`src/rtl/dsh_pkg.sv`:
```
package dsh_pkg;
  localparam int unsigned XLEN_DEF = 64;
  localparam int unsigned CR_W     = 4;

  typedef enum logic {
    DIR_LEFT  = 1'b0,
    DIR_RIGHT = 1'b1
  } dir_e;

  typedef struct packed {
    logic lt;
    logic gt;
    logic eq;
    logic so;
  } cond_t;
endpackage

```
`src/rtl/dsh_rotl.sv`:
```
module dsh_rotl #(
  parameter int unsigned W  = 64,
  localparam int unsigned AW = $clog2(W)
) (
  input  logic [W-1:0]  data_i,
  input  logic [AW-1:0] amt_i,
  output logic [W-1:0]  rot_o
);
  logic [W-1:0] stage [AW+1];

  assign stage[0] = data_i;

  // log-depth barrel: stage s rotates by 2**s
  for (genvar s = 0; s < AW; s++) begin : g_stage
    localparam int unsigned SH = 1 << s;
    assign stage[s+1] = amt_i[s] ? {stage[s][W-1-SH:0], stage[s][W-1:W-SH]}
                                 : stage[s];
  end

  assign rot_o = stage[AW];
endmodule

```
`src/rtl/dsh_mask.sv`:
```
module dsh_mask #(
  parameter int unsigned W  = 64,
  localparam int unsigned AW = $clog2(W)
) (
  input  logic [AW-1:0] amt_i,
  output logic [W-1:0]  low_o,
  output logic [W-1:0]  high_o
);
  // low_o: ones in the n least significant bits
  for (genvar i = 0; i < W; i++) begin : g_low
    assign low_o[i] = ({1'b0, amt_i} > (AW+1)'(i));
  end

  // high_o: ones in the n most significant bits
  for (genvar i = 0; i < W; i++) begin : g_high
    assign high_o[i] = low_o[W-1-i];
  end
endmodule

```
`src/rtl/dsh_core.sv`:
```
module dsh_core
  import dsh_pkg::*;
#(
  parameter int unsigned W  = 64,
  localparam int unsigned AW = $clog2(W)
) (
  input  logic [W-1:0]  src_a_i,
  input  logic [AW-1:0] amt_i,
  input  logic [W-1:0]  fill_c_i,
  input  dir_e          dir_i,
  output logic [W-1:0]  result_o,
  output logic [W-1:0]  spill_o,
  output logic          ovf_o
);
  logic [AW-1:0] rot_amt;
  logic [W-1:0]  rot;
  logic [W-1:0]  low_m;
  logic [W-1:0]  high_m;
  logic [W-1:0]  fill_m;

  // right shift by n == left rotate by (W - n) mod W
  assign rot_amt = (dir_i == DIR_RIGHT) ? (AW'(0) - amt_i) : amt_i;

  dsh_rotl #(.W(W)) u_rotl (
    .data_i (src_a_i),
    .amt_i  (rot_amt),
    .rot_o  (rot)
  );

  dsh_mask #(.W(W)) u_mask (
    .amt_i  (amt_i),
    .low_o  (low_m),
    .high_o (high_m)
  );

  assign fill_m   = (dir_i == DIR_RIGHT) ? high_m : low_m;
  assign result_o = (rot & ~fill_m) | (fill_c_i & fill_m);
  assign spill_o  = rot & fill_m;
  assign ovf_o    = |spill_o;
endmodule

```
`src/rtl/dsh_cond.sv`:
```
module dsh_cond
  import dsh_pkg::*;
#(
  parameter int unsigned W = 64
) (
  input  logic [W-1:0] result_i,
  input  logic         rec_i,
  input  logic         so_i,
  output cond_t        cr_o,
  output logic         cr_we_o
);
  logic is_zero;
  logic is_neg;

  assign is_zero = (result_i == '0);
  assign is_neg  = result_i[W-1];

  always_comb begin
    cr_o = '0;
    if (rec_i) begin
      cr_o.lt = is_neg;
      cr_o.gt = !is_neg && !is_zero;
      cr_o.eq = is_zero;
      cr_o.so = so_i;
    end
  end

  assign cr_we_o = rec_i;
endmodule

```
`src/rtl/dsh_unit.sv`:
```
module dsh_unit
  import dsh_pkg::*;
#(
  parameter int unsigned XLEN = XLEN_DEF,
  localparam int unsigned AW  = $clog2(XLEN)
) (
  input  logic            clk_i,
  input  logic            rst_ni,
  input  logic            in_valid_i,
  input  logic            dir_right_i,
  input  logic            rec_i,
  input  logic [XLEN-1:0] src_a_i,
  input  logic [XLEN-1:0] amt_b_i,
  input  logic [XLEN-1:0] fill_c_i,
  input  logic            so_i,
  output logic            out_valid_o,
  output logic [XLEN-1:0] result_o,
  output logic [XLEN-1:0] spill_o,
  output logic            ovf_o,
  output logic [CR_W-1:0] cr_o,
  output logic            cr_we_o
);
  logic [AW-1:0]   amt;
  logic [XLEN-1:0] res_d;
  logic [XLEN-1:0] spill_d;
  logic            ovf_d;
  cond_t           cr_d;
  logic            cr_we_d;
  dir_e            dir;
  logic            unused_amt_hi;

  assign amt           = amt_b_i[AW-1:0];
  assign unused_amt_hi = ^amt_b_i[XLEN-1:AW];
  assign dir           = dir_right_i ? DIR_RIGHT : DIR_LEFT;

  dsh_core #(.W(XLEN)) u_core (
    .src_a_i  (src_a_i),
    .amt_i    (amt),
    .fill_c_i (fill_c_i),
    .dir_i    (dir),
    .result_o (res_d),
    .spill_o  (spill_d),
    .ovf_o    (ovf_d)
  );

  dsh_cond #(.W(XLEN)) u_cond (
    .result_i (res_d),
    .rec_i    (rec_i),
    .so_i     (so_i),
    .cr_o     (cr_d),
    .cr_we_o  (cr_we_d)
  );

  always_ff @(posedge clk_i or negedge rst_ni) begin
    if (!rst_ni) begin
      out_valid_o <= 1'b0;
    end else begin
      out_valid_o <= in_valid_i;
    end
  end

  always_ff @(posedge clk_i or negedge rst_ni) begin
    if (!rst_ni) begin
      result_o <= '0;
      spill_o  <= '0;
      ovf_o    <= 1'b0;
      cr_o     <= '0;
      cr_we_o  <= 1'b0;
    end else if (in_valid_i) begin
      result_o <= res_d;
      spill_o  <= spill_d;
      ovf_o    <= ovf_d;
      cr_o     <= cr_d;
      cr_we_o  <= cr_we_d;
    end
  end
endmodule

```
`config.mk`:
```
export PLATFORM = sky130hd
export DESIGN_NAME = dsh_unit
export DESIGN_NICKNAME = d
export VERILOG_FILES = /design/src/rtl/dsh_pkg.sv /design/src/rtl/dsh_rotl.sv /design/src/rtl/dsh_mask.sv /design/src/rtl/dsh_core.sv /design/src/rtl/dsh_cond.sv /design/src/rtl/dsh_unit.sv
export SDC_FILE = /design/constraint.sdc
export NUM_CORES = 1
export LEC_CHECK = 0
export BUFFER_PORTS_ARGS = -buffer_cell sky130_fd_sc_hd__buf_2
export CORE_MARGIN = 2
export CORE_UTILIZATION = 55
export DETAILED_ROUTE_END_ITERATION = 10
export GPL_TIMING_DRIVEN = 0
export PLACE_DENSITY = 0.83
export SYNTH_ARGS = -nofsm -noshare
export SYNTH_HDL_FRONTEND = slang
export SYNTH_SLANG_ARGS = --single-unit
```
`constraint.sdc`:
```
create_clock -name clk_i -period 1.1 [get_ports clk_i]
set_input_delay 0.055 -clock clk_i [delete_from_list [all_inputs] [get_ports clk_i]]
set_output_delay 0.055 -clock clk_i [all_outputs]
set_load 0.1 [all_outputs]
```
==> results.sh, run 1 <==
export IMPL_stop_stage="global routing (5_1_grt)"
export IMPL_clock_root_buffer="clkbuf_16"
export IMPL_seq_area_frac_synth_pct=27.4
export IMPL_die_y_um=154
export IMPL_synth_top_cell_by_area="dfrtp_1"
export IMPL_ys_flop_type="dfrtp_1"
export IMPL_placed_cells=1916
export IMPL_ys_ff_latch=135
export IMPL_yosys_area_top_type_share_pct=27.4
export IMPL_async_flop_share_pct=100
export IMPL_cts_buffer_depth=2
export IMPL_synthTopCellsByArea="dfrtp_1, mux2i_1, mux2_2"
export IMPL_synth_most_common_cell="mux2i_1"
export IMPL_status="did not finish"
export IMPL_io_buffers=273
export IMPL_rows=54
export IMPL_htreeDepth=4
export IMPL_ys_top_cells_by_count="mux2i_1, nor2_1, dfrtp_1, a21oi_1, nand2_1"
export IMPL_grtUsageTotal_pct=71.9
export IMPL_synthDistinctLibCells=72
export IMPL_place_congestion=1.12
export IMPL_synth_enable_flop_cells=0
export IMPL_toolErrorMsg="[ERROR GRT-0232] Routing congestion too high. Check the congestion heatmap in the GUI."
export IMPL_syn_inst=1362
export IMPL_yosys_warnings=0
export IMPL_ios=333
export IMPL_cts_buffers=17
export IMPL_avgSynthCellArea_um2=9.07
export IMPL_syn_area_um2=12300
export IMPL_die_w_um=154
export IMPL_gr_total_overflow=192
export IMPL_grt_max_degree=70
export IMPL_start_util_pct=56.2
export IMPL_place_hpwl_um=50700
export IMPL_synth_nets=1564
export IMPL_cts_sinks=135
==> logic make-up after synthesis <==
logic type	Yosys count	share of synthesized area, %
muxes	353	33.5
DFF	135	27.4
adders and majority gates	4	0.405
and+or+nand+nor	364	13.8
xor gates and xnor gates	5	0.476
buffers and inverters	138	5.34
AOI/OAI and AO/OA	363	19.2
==> per-stage QoR <==
stage | area [µm²] | setup WS, ns
floorplan | 13000 | -2.30
global placement | 14700 | -3.60
detailed placement | 14800 | -3.62
CTS | 17600 | -2.30
==> what timing repair did <==
action,4_1_cts
setup endpoints to repair,269
resized for setup,322
pin swaps,44
buffers inserted,75
endpoints found under the hold margin,73
cloned,4
hold buffers,4
==> routing by layer <==
layer  global-route usage, %  overflow
met5                    17.8         0
met4                    74.5        90
met3                    48.8         0
met2                    94.1       100
met1                    71.7         2
==> run 2, diff against run 1 <==
--- a/config.mk
+++ b/config.mk
@@ -7,10 +7,10 @@
 export LEC_CHECK = 0
 export BUFFER_PORTS_ARGS = -buffer_cell sky130_fd_sc_hd__buf_2
 export CORE_MARGIN = 2
-export CORE_UTILIZATION = 55
+export CORE_UTILIZATION = 40
 export DETAILED_ROUTE_END_ITERATION = 10
 export GPL_TIMING_DRIVEN = 0
-export PLACE_DENSITY = 0.83
+export PLACE_DENSITY_LB_ADDON = 0.15
 export SYNTH_ARGS = -nofsm -noshare
 export SYNTH_HDL_FRONTEND = slang
 export SYNTH_SLANG_ARGS = --single-unit
==> run 2 against run 1 <==
- the flow now finishes, with violations (negative hold slack, negative setup slack)
- synthesized cell count stayed put
- synthesized area stayed put
==> results.sh, run 2 <==
export IMPL_status="finished with violations"
export IMPL_failed_checks="negative hold slack, negative setup slack"
export IMPL_ys_ff_latch=135
export IMPL_min_path_type="in -> reg"
export IMPL_r2r_slack_ns=0.26
export IMPL_grt_max_degree=72
export IMPL_diodes=0
export IMPL_synth_nets=1564
export IMPL_synthTopCellsByArea="dfrtp_1, mux2i_1, mux2_2"
export IMPL_cp_required_ns=1.42
export IMPL_path_max_fanout=6
export IMPL_drt_pass1_iterations=6
export IMPL_design_area_um2=19000
export IMPL_htreeDepth=4
export IMPL_ir_drop_v=0.00157
export IMPL_vias=14400
export IMPL_multiInputGateArea_um2=10800
export IMPL_worst_setup_path_start_kind="input port"
export IMPL_seq_area_frac_synth_pct=27.4
export IMPL_syn_area_um2=12300
export IMPL_wire_per_inst_um=31.3
export IMPL_whs_endpoint="result_o[34]"
export IMPL_drcViolationCount=0
export IMPL_cts_clk_slew_worst_paths_ns=0.06
export IMPL_finalCritPeriodShare_pct=336
export IMPL_yosys_warnings=0
export IMPL_synthDistinctLibCells=72
export IMPL_grt_pass1_vias=13900
export IMPL_drtAntennaViolNets=0
export IMPL_largestRegisters="result_o: 64 flops, spill_o: 64 flops, cr_o: 4 flops"
export IMPL_grtUsageTotal_pct=41.3
export IMPL_maxCapViolations=0
export IMPL_setup_slack_ns=-2.60
export IMPL_syn_inst=1362
export IMPL_p_leak_nw=8.20
export IMPL_rows=64
export IMPL_yosys_area_top_type_share_pct=27.4
export IMPL_avgSynthCellArea_um2=9.07
export IMPL_synth_xor_area_share_pct=0.476
export IMPL_clock_root_buffer="clkbuf_16"
export IMPL_syn2layout_area_growth_pct=53.6
export IMPL_place_congestion=1.05
export IMPL_vias_per_cell=6.58
export IMPL_cts_buffer_depth=2
export IMPL_place_hpwl_um=53800
export IMPL_max_freq_ghz=0.271
export IMPL_grt_first_pass_wirelength_um=97700
export IMPL_ys_top_cells_by_count="mux2i_1, nor2_1, dfrtp_1, a21oi_1, nand2_1"
export IMPL_setup_viol=266
export IMPL_rsz0062_at_grt="true"
export IMPL_ys_flop_type="dfrtp_1"
export IMPL_drtIter0Drc=1566
export IMPL_io_buffers=273
export IMPL_reg2reg_from="spill_o[13]"
export IMPL_start_util_pct=40.5
export IMPL_synth_compound_area_share_pct=19.2
export IMPL_clk_latency_ns=0.44
export IMPL_powerDensity_nw_per_um2=1990
export IMPL_finalHoldViolations=10
export IMPL_synth_top_family_by_area="multiplexers"
export IMPL_regArea_um2=3380
export IMPL_routed_wirelength_um=68500
export IMPL_nets=1985
export IMPL_layout_common_cells="buf_2, dfrtp_1, nor2_1, mux2i_1, buf_4"
export IMPL_synth_adder_area_share_pct=0.405
export IMPL_coreArea_um2=30500
export IMPL_mostFrequentLayoutCell="buf_2"
export IMPL_async_flop_share_pct=100
export IMPL_nFillCells=2569
export IMPL_cts_buffers=17
export IMPL_cts_hold_buffers=4
export IMPL_drive_above_1_share_pct=52.7
export IMPL_slew_violations=0
export IMPL_synth_top_cell_by_area="dfrtp_1"
export IMPL_hold_ws_ns=-0.0479
export IMPL_synthSimpleGateAreaFrac_pct=13.8
export IMPL_ios=333
export IMPL_gr_total_overflow=0
export IMPL_period_minus_slack_ns=3.70
export IMPL_cts_sinks=135
export IMPL_rr_endpoint="spill_o[13]"
export IMPL_synth_enable_flop_cells=0
export IMPL_hold_start="fill_c_i[34]"
export IMPL_r2r_cells=2
export IMPL_muxShareOfSynthArea_pct=33.5
export IMPL_crit_type="in -> reg"
export IMPL_synth_most_common_cell="mux2i_1"
export IMPL_slew_headroom_pct=3.63
export IMPL_tightest_slew_ns=1.43
export IMPL_final_util_pct=62.1
export IMPL_cts_tree="yes"
export IMPL_whs_path_depth=3
export IMPL_die_y_um=180
export IMPL_end_kind="flop"
export IMPL_crit_arrival_ns=4.02
export IMPL_dieArea_um2=32300
export IMPL_antenna_found_initial=0
export IMPL_place_area_um2=14900
export IMPL_finClkSkew_ns=0
export IMPL_die_w_um=180
## run 2: timing repair
action	CTS	global route
hold endpoints to repair	84	3
gates cloned	5	1
pin swaps	47	38
setup endpoints to repair	269	315
gates resized for setup	364	157
buffers inserted	93	29
## run 2: layout make-up
cell class	instances	area share (%)
Buffer	105	4.38
Multi-Input combinational cell	1090	56.8
Sequential cell	135	17.8
Inverter	32	0.686
Timing Repair Buffer	402	14.5
Clock buffer	18	2.26
Clock inverter	14	1.00
Tap cell	396	2.61
## run 2: power breakdown
part | switching (mW) | total (mW) | internal (mW)
clock network | 2.45 | 6.09 | 3.63
logic | 17.3 | 25.0 | 7.72
registers | 0.632 | 6.64 | 6.01
## run 2: per-layer routing
layer	up-vias	GRT usage (%)	part of all wire, %
li1	5990	-	-
met1	7132	52.2	38
met2	1047	65.0	44
met3	247	8.83	9.6
met4	0	24.9	7.6
met5	-	0	0
## run 2: cells by family (layout without fill, tap and decap cells)
group           Yosys count  count (layout)
flops                   135             135
compound gates          363             363
fa+ha+maj                 4               4
simple gates            364             364
xor+xnor                  5               5
mux                     353             354
buf+inv                 138             571
## run 2: worst max-delay path by stage
stage | from | end | slack (ns)
2_1_floorplan | amt_b_i[0] | ovf_o | -2.30
3_3_place_gp | amt_b_i[0] | ovf_o | -4.38
3_5_place_dp | amt_b_i[0] | ovf_o | -4.37
4_1_cts | amt_b_i[0] | ovf_o | -2.46
5_1_grt | amt_b_i[0] | ovf_o | -2.62
6_report | amt_b_i[0] | ovf_o | -2.60
## run 2: metrics by stage
| step | setup WS, ns | setup TNS [ns] | cells | power [mW] |
|---|---|---|---|---|
| after floorplan | -2.30 | -186.16 | 1362 | 21.4 |
| after global placement | -4.38 | -590.63 | 2031 | 26.6 |
| after detailed placement | -4.37 | -337.66 | 2032 | 26.7 |
| after CTS | -2.46 | -225.13 | 2164 | 35.9 |
| after global routing | -2.62 | -245.29 | 2192 | 38.6 |
| final | -2.60 | -235.29 | 2192 | 37.7 |
## run 2: worst max-delay path, stage by stage
cell	delay [ns]
buf_8	0.10
buf_8	0.11
buf_12	0.12
inv_8	0.06
ha_4	0.21
mux2_4	0.36
buf_12	0.16
buf_16	0.14
mux2i_4	0.21
mux2i_4	0.25
mux4_2	0.37
mux2i_4	0.13
and2_4	0.18
or4_4	0.56
nor4b_4	0.51
nand4_1	0.16
o32a_1	0.30
(Power assumes the default switching activity.)
